### config.mk
export PLATFORM = sky130hd
export DESIGN_NAME = cass_ctl_regs
export DESIGN_NICKNAME = d
export VERILOG_FILES = /design/src/rtl/cass_ctl_pkg.sv /design/src/rtl/cass_cmd_reg.sv /design/src/rtl/cass_go_ctl.sv /design/src/rtl/cass_stat_reg.sv /design/src/rtl/cass_host_resp.sv /design/src/rtl/cass_ctl_regs.sv
export SDC_FILE = /design/constraint.sdc
export NUM_CORES = 1
export LEC_CHECK = 0
export BUFFER_PORTS_ARGS = -buffer_cell sky130_fd_sc_hd__buf_2
export CAP_MARGIN = 20
export CORE_AREA = 2 2 46 48
export CTS_BUF_LIST = sky130_fd_sc_hd__clkbuf_4 sky130_fd_sc_hd__clkbuf_8 sky130_fd_sc_hd__clkbuf_16
export DETAILED_ROUTE_END_ITERATION = 10
export DIE_AREA = 0 0 48 50
export PLACE_DENSITY = 0.82
export SLEW_MARGIN = 20
export SYNTH_ARGS = -nofsm -noshare
export SYNTH_HDL_FRONTEND = slang
export SYNTH_SLANG_ARGS = --single-unit
### constraint.sdc
create_clock -name clk -period 1.94 [get_ports clk]
set_clock_uncertainty 0.05 [all_clocks]
set_input_delay 0 -clock clk [delete_from_list [all_inputs] [get_ports clk]]
set_output_delay 0 -clock clk [all_outputs]
set_load 0.02 [all_outputs]
### src/rtl/cass_ctl_pkg.sv
package cass_ctl_pkg;

  localparam int REG_W  = 8;
  localparam int STAT_W = 9;
  localparam int FUNC_W = 3;
  localparam int OP_W   = 3;
  localparam int UNIT_W = 1;
  localparam int STICKY_W = 5;

  // Host operation codes (software encodes these).
  typedef enum logic [OP_W-1:0] {
    OP_CLEAR    = 3'd0,
    OP_SKIP_DF  = 3'd1,
    OP_SKIP_ERR = 3'd2,
    OP_SKIP_RDY = 3'd3,
    OP_LOAD_A   = 3'd4,
    OP_SKIP_ANY = 3'd5,
    OP_GO       = 3'd6,
    OP_READ_B   = 3'd7
  } host_op_e;

  // Function field values.
  typedef enum logic [FUNC_W-1:0] {
    FN_READ      = 3'd0,
    FN_REWIND    = 3'd1,
    FN_WRITE     = 3'd2,
    FN_REV_FILE  = 3'd3,
    FN_GAP       = 3'd4,
    FN_REV_BLOCK = 3'd5,
    FN_CRC       = 3'd6,
    FN_FWD_FILE  = 3'd7
  } tape_fn_e;

  // Command register field positions.
  localparam int CA_EN   = 7;
  localparam int CA_UNIT = 6;
  localparam int CA_FN   = 3;
  localparam int CA_IE   = 0;

  // Status word bit positions.
  localparam int SB_RDY   = 0;
  localparam int SB_LOCK  = 1;
  localparam int SB_REW   = 2;
  localparam int SB_EMPTY = 3;
  localparam int SB_EOF   = 4;
  localparam int SB_EDGE  = 5;
  localparam int SB_TIM   = 6;
  localparam int SB_CRC   = 7;
  localparam int SB_WLE   = 8;

  localparam logic [STAT_W-1:0] ERR_MASK = 9'b1_1111_1000;
  localparam logic [STAT_W-1:0] RDY_MASK = 9'b0_0000_0001;

  typedef struct packed {
    logic              en;
    logic [UNIT_W-1:0] unit;
    tape_fn_e          fn;
    logic              ie;
  } cmd_a_t;

  // Sticky part, high to low: wle, crc, tim, edge, eof.
  typedef struct packed {
    logic wle;
    logic crc;
    logic tim;
    logic edge_hit;
    logic eof;
  } sticky_t;

  function automatic logic fn_writes(tape_fn_e f);
    return (f == FN_WRITE) || (f == FN_GAP);
  endfunction

  function automatic cmd_a_t decode_cmd(logic [REG_W-1:0] b);
    cmd_a_t c;
    c.en   = b[CA_EN];
    c.unit = b[CA_UNIT +: UNIT_W];
    c.fn   = tape_fn_e'(b[CA_FN +: FUNC_W]);
    c.ie   = b[CA_IE];
    return c;
  endfunction

  function automatic logic [STAT_W-1:0] build_status(
    sticky_t s, logic att, logic prot, logic busy, logic rew_live);
    logic empty, rew, lock;
    empty = ~att;
    rew   = att & busy & rew_live;
    lock  = prot | rew | empty;
    return {s, empty, rew, lock, ~busy};
  endfunction

  function automatic logic skip_for(host_op_e op, logic df,
                                    logic [STAT_W-1:0] vis);
    logic any_err;
    any_err = |(vis & ERR_MASK);
    case (op)
      OP_SKIP_DF:  return df;
      OP_SKIP_ERR: return any_err;
      OP_SKIP_RDY: return vis[SB_RDY] & ~vis[SB_EMPTY];
      OP_SKIP_ANY: return df | any_err | vis[SB_RDY];
      default:     return 1'b0;
    endcase
  endfunction

endpackage

### src/rtl/cass_cmd_reg.sv
module cass_cmd_reg
  import cass_ctl_pkg::*;
#(
  parameter int W = REG_W
) (
  input  logic         clk,
  input  logic         rst_n,
  input  logic         load,
  input  logic         clear,
  input  logic [W-1:0] din,
  output cmd_a_t       cmd
);

  cmd_a_t cmd_q;

  always_ff @(posedge clk) begin
    if (!rst_n || clear)
      cmd_q <= '0;
    else if (load)
      cmd_q <= decode_cmd(din);
  end

  // Bits 2:1 of the loaded byte carry no field.
  logic unused_spare;
  assign unused_spare = ^din[2:1];

  assign cmd = cmd_q;

endmodule

### src/rtl/cass_go_ctl.sv
module cass_go_ctl
  import cass_ctl_pkg::*;
(
  input  logic     clk,
  input  logic     rst_n,
  input  logic     go_req,
  input  logic     en,
  input  tape_fn_e fn,
  input  logic     att,
  input  logic     prot,
  input  logic     busy,
  output logic     go_start,
  output logic     go_abort,
  output logic     go_cont,
  output logic     start_rewind,
  output logic     go_pulse
);

  logic can_start;
  logic refused;

  assign can_start    = go_req & ~busy & en & att;
  assign refused      = fn_writes(fn) & prot;
  assign go_start     = can_start & ~refused;
  assign go_abort     = can_start & refused;
  assign go_cont      = go_req & busy;
  assign start_rewind = go_start & (fn == FN_REWIND);

  always_ff @(posedge clk) begin
    if (!rst_n)
      go_pulse <= 1'b0;
    else
      go_pulse <= go_start | go_cont;
  end

endmodule

### src/rtl/cass_stat_reg.sv
module cass_stat_reg
  import cass_ctl_pkg::*;
(
  input  logic              clk,
  input  logic              rst_n,
  input  logic              clear_all,
  input  logic              go_req,
  input  logic              go_start,
  input  logic              go_abort,
  input  logic              start_rewind,
  input  logic              ev_data,
  input  logic              ev_crc,
  input  logic              ev_edge,
  input  logic              ev_eof,
  input  logic              att,
  input  logic              prot,
  input  logic              busy,
  input  logic              drv_rew,
  output logic [STAT_W-1:0] stat_word,
  output logic              df,
  output logic              overrun
);

  sticky_t s_q, s_d;
  logic    df_q, df_d;
  logic    rew_q, rew_d;
  logic    begin_op;

  assign begin_op = go_start | go_abort;
  assign overrun  = ev_data & df_q & ~go_req;

  always_comb begin
    s_d   = s_q;
    df_d  = df_q;
    rew_d = rew_q;
    if (begin_op) begin
      s_d.wle = go_abort;
      s_d.crc = 1'b0;
      s_d.tim = 1'b0;
      s_d.eof = 1'b0;
      rew_d   = start_rewind;
    end
    if (go_start)
      s_d.edge_hit = 1'b0;
    if (go_req)
      df_d = 1'b0;
    if (ev_data)
      df_d = 1'b1;
    if (overrun)
      s_d.tim = 1'b1;
    if (ev_crc)
      s_d.crc = 1'b1;
    if (ev_edge)
      s_d.edge_hit = 1'b1;
    if (ev_eof)
      s_d.eof = 1'b1;
  end

  always_ff @(posedge clk) begin
    if (!rst_n || clear_all) begin
      s_q   <= '0;
      df_q  <= 1'b0;
      rew_q <= 1'b0;
    end else begin
      s_q   <= s_d;
      df_q  <= df_d;
      rew_q <= rew_d;
    end
  end

  assign stat_word = build_status(s_q, att, prot, busy, rew_q | drv_rew);
  assign df        = df_q;

endmodule

### src/rtl/cass_host_resp.sv
module cass_host_resp
  import cass_ctl_pkg::*;
(
  input  logic              op_stb,
  input  host_op_e          op,
  input  logic [REG_W-1:0]  acc_in,
  input  logic              en,
  input  logic              ie,
  input  logic              df,
  input  logic [STAT_W-1:0] stat_word,
  output logic              skip,
  output logic [REG_W-1:0]  rd_data,
  output logic              irq,
  output logic [STAT_W-1:0] vis_word
);

  assign vis_word = en ? stat_word : '0;
  assign skip     = op_stb & skip_for(op, df, vis_word);
  assign irq      = ie & (df | (|(vis_word & (ERR_MASK | RDY_MASK))));

  always_comb begin
    rd_data = acc_in;
    if (op_stb) begin
      case (op)
        OP_LOAD_A: rd_data = ~acc_in;
        OP_READ_B: rd_data = vis_word[REG_W-1:0];
        default:   rd_data = acc_in;
      endcase
    end
  end

endmodule

### src/rtl/cass_ctl_regs.sv
module cass_ctl_regs
  import cass_ctl_pkg::*;
(
  input  logic       clk,
  input  logic       rst_n,
  input  logic       op_stb,
  input  logic [2:0] op_code,
  input  logic [7:0] acc_in,
  input  logic       drv_attached,
  input  logic       drv_protected,
  input  logic       drv_busy,
  input  logic       drv_rewinding,
  input  logic       ev_data,
  input  logic       ev_crc,
  input  logic       ev_edge,
  input  logic       ev_eof,
  output logic       skip,
  output logic [7:0] rd_data,
  output logic       cmd_enable,
  output logic       cmd_unit,
  output logic [2:0] cmd_func,
  output logic       cmd_ie,
  output logic       go_pulse,
  output logic       irq
);

  host_op_e          op;
  cmd_a_t            cmd;
  logic              go_req, clear_all, load_a;
  logic              go_start, go_abort, go_cont, start_rewind;
  logic              df_flag, overrun;
  logic [STAT_W-1:0] stat_word;
  logic [STAT_W-1:0] vis_word;

  assign op        = host_op_e'(op_code);
  assign go_req    = op_stb & (op == OP_GO);
  assign clear_all = op_stb & (op == OP_CLEAR);
  assign load_a    = op_stb & (op == OP_LOAD_A);

  cass_cmd_reg #(.W(REG_W)) u_cmd (
    .clk   (clk),
    .rst_n (rst_n),
    .load  (load_a),
    .clear (clear_all),
    .din   (acc_in),
    .cmd   (cmd)
  );

  cass_go_ctl u_go (
    .clk          (clk),
    .rst_n        (rst_n),
    .go_req       (go_req),
    .en           (cmd.en),
    .fn           (cmd.fn),
    .att          (drv_attached),
    .prot         (drv_protected),
    .busy         (drv_busy),
    .go_start     (go_start),
    .go_abort     (go_abort),
    .go_cont      (go_cont),
    .start_rewind (start_rewind),
    .go_pulse     (go_pulse)
  );

  cass_stat_reg u_stat (
    .clk          (clk),
    .rst_n        (rst_n),
    .clear_all    (clear_all),
    .go_req       (go_req),
    .go_start     (go_start),
    .go_abort     (go_abort),
    .start_rewind (start_rewind),
    .ev_data      (ev_data),
    .ev_crc       (ev_crc),
    .ev_edge      (ev_edge),
    .ev_eof       (ev_eof),
    .att          (drv_attached),
    .prot         (drv_protected),
    .busy         (drv_busy),
    .drv_rew      (drv_rewinding),
    .stat_word    (stat_word),
    .df           (df_flag),
    .overrun      (overrun)
  );

  cass_host_resp u_resp (
    .op_stb    (op_stb),
    .op        (op),
    .acc_in    (acc_in),
    .en        (cmd.en),
    .ie        (cmd.ie),
    .df        (df_flag),
    .stat_word (stat_word),
    .skip      (skip),
    .rd_data   (rd_data),
    .irq       (irq),
    .vis_word  (vis_word)
  );

  assign cmd_enable = cmd.en;
  assign cmd_unit   = cmd.unit;
  assign cmd_func   = cmd.fn;
  assign cmd_ie     = cmd.ie;

endmodule

==> out/results.txt <==
Outcome = complete, no violations
Setup WS post-layout = 222 ps
Worst-path clk slew = 80 ps
Clock Latency Late Sink = 290 ps
Share of cells above drive strength 1 = 0.322
Worst path cell trace = nand3_1 > nor2_1 > inv_1 > o221ai_1 > buf_2
TritonRoute pass-1 iters = 4
Global-route wire length before repair = 3650 um
Worst path slowest cell = dfxtp_1
Fmax = 0.582 GHz
CTS Sinks = 14
Total CTS buffers = 3
Crit path capture type = primary output
Syn_area_per_cell = 8.39 um^2
Nets@finish = 172
Relative slew slack = 0.717
Buffers and inverters on the worst path = 2
Kind of critical path = flop to primary output
Startpoint types = flop
Fin crit period = 1720 ps
HP Class = primary input to flop
Async S/R FF share, synth = 0
Top-count cell post-synth = nor2_1
Post-synth EDFFs = 0
Register bit count reported by yosys = 14
Delay of the slowest cell on the worst path = 450 ps
CTS root buf = clkbuf_4
Share of the synthesized area in the top cell type = 0.337
Clock Tree Buf Depth = 2
Setup_tns = 0 ps
Yosys cell types = 32
CP required = 1890 ps
Mapped Area = 831 um^2
Area contributors post-synth = dfxtp_1 34%, mux2i_1 11%, nor2_1 7.2%, a221o_1 4.8%, a21oi_1 4.2%
Max-cap violations = 0
H-tree levels = 1
Gr usage total = 0.206
DRC errors left = 0
Setup-failing EPs final = 0
Gpl congestion = 0.854
CTS tree = built
Wirelength, routed = 2320 um
CTS resizes = 0
Xor/xnor cell area share of the yosys netlist = 0.0105
Core box area = 1900 um^2
Initial DRC Count = 30
Multiplexer area fraction after synthesis = 0.108
Area growth, synth to finish = 44.9%
Synth Instances = 99
Antenna Violating Nets Remaining = 0
Top Ports = 39
Hold Vio Cnt, Final = 0
Critical path fanouts, max = 7
Grt total ovfl = 0
DIE AREA = 2400 um^2
Via Count = 972
Worst-margin pin slew = 424 ps
Synth warn = 0
Antenna cell count = 0
Post-Synth Adder-Cell Area = 0
Top cell family by delay on the critical path = flip-flops
Worst hold margin = 20.6 ps
Top FF cell, synth = dfxtp_1
Setup Slack @ Placement = 349 ps
Syn Nets = 121
Simple-gate portion of the synthesized area = 0.276
Synth Area in Compound Gates = 0.217
Largest net degree at the start of global routing = 14
PwrDens = 565 nW/um^2
Sequential share of the synthesized area = 0.337
Die W = 48 um
Top cells by count, synth = 16 x nor2_1, 14 x dfxtp_1, 9 x mux2i_1
DP HPWL = 1690 um
Number of port buffers = 38
Initial core utilization = 0.437
Site Rows = 16
Vias in the first global route = 854
DR WL/cell = 13.2 um
Initial antenna violation count = 0
Die span in y = 50 um
Worst vdd ir = 507 uV
Final Max Tran Viols = 0
Worst Path Arrival = 1670 ps
Leakage = 0.592 nW
Post-route clock period utilization = 0.886
Main combinational cell family by area after synthesis = simple AND/OR/NAND/NOR gates
Dominant cell type by area after synthesis = dfxtp_1
Via/cell ratio = 5.52
Unrepaired setup endpoints after global routing = false
where the power goes:
group          leakage (nW)  switching (W)  internal (W)  total [W]
sequential            0.114     0.00000944      0.000298   0.000307
combinational         0.456      0.0000835     0.0000745   0.000158
clock                0.0210       0.000100      0.000114   0.000215
worst min-delay path: cells and delay by family:
kind	cells	cell delay (ps)
simple gates	2	160
buf+inv	1	150
per-stage QoR:
step	std cells	power (W)	instance area, um^2	utilization
after floorplan	99	0.000395	831	-
after global placement	161	0.000450	1060	0.556
after detailed placement	161	0.000454	1060	0.556
after CTS	176	0.000684	1200	0.633
after global routing	176	0.000710	1200	0.633
final	176	0.000680	1200	0.633
registers in the layout (all words and copies together) (netlist names):
register,cells
u_cmd.cmd,6
u_go.go_pulse,1
u_stat.df,1
u_stat.rew_q,1
u_stat.stat_word,5
cell families after synthesis:
group / Yosys count
flip-flops: 14
buffers and inverters: 10
AO/OA/AOI/OAI: 24
multiplexers: 9
AND/OR/NAND/NOR: 41
XOR/XNOR: 1
layout make-up:
class                      count  area [um^2]
multi-input combinational     75          515
fill                         166          698
inverter                       4         15.0
clock buffer                   4         36.3
timing repair buffer          52          323
sequential                    14          280
tap                           27         33.8
final timing paths:
check,from,end,slack [ps],depth (start not counted)
worst max-delay path,u_cmd.cmd[5]$_SDFFE_PP0P_,rd_data[3],220,5
worst min-delay path,op_stb,u_go.go_pulse$_SDFF_PN0_,20,3
worst max register to register,u_cmd.cmd[5]$_SDFFE_PP0P_,u_stat.rew_q$_SDFFE_PP0P_,320,4
worst min register to register,u_stat.rew_q$_SDFFE_PP0P_,u_stat.rew_q$_SDFFE_PP0P_,430,2
cells in the final DEF, fill, tap and decap left out, types with 3 or more instances in the layout:
cell	count
buf_2	38
nor2_1	16
dfxtp_1	14
dlygate4sd3_1	11
mux2i_1	9
nand2_1	8
a21oi_1	7
inv_1	4
a221o_1	4
clkbuf_4	3
buf_4	3
layer usage:
| metal | vias up | routed length (um) | share of wire | track usage |
|---|---|---|---|---|
| met3 | 4 | 167 | 0.072 | 0.0220 |
| met1 | 457 | 964 | 0.41 | 0.276 |
| met5 | - | 0 | 0 | 0 |
| met2 | 39 | 1160 | 0.50 | 0.331 |
| met4 | 0 | 27 | 0.012 | 0.0721 |
| li1 | 472 | - | - | - |
repair_timing:
action | in CTS | in global routing
hold buffers | 11 | 0
hold endpoints to repair | 12 | 0
buffers inserted | 0 | 0
No activity file was read; power rests on OpenSTA's default activity.
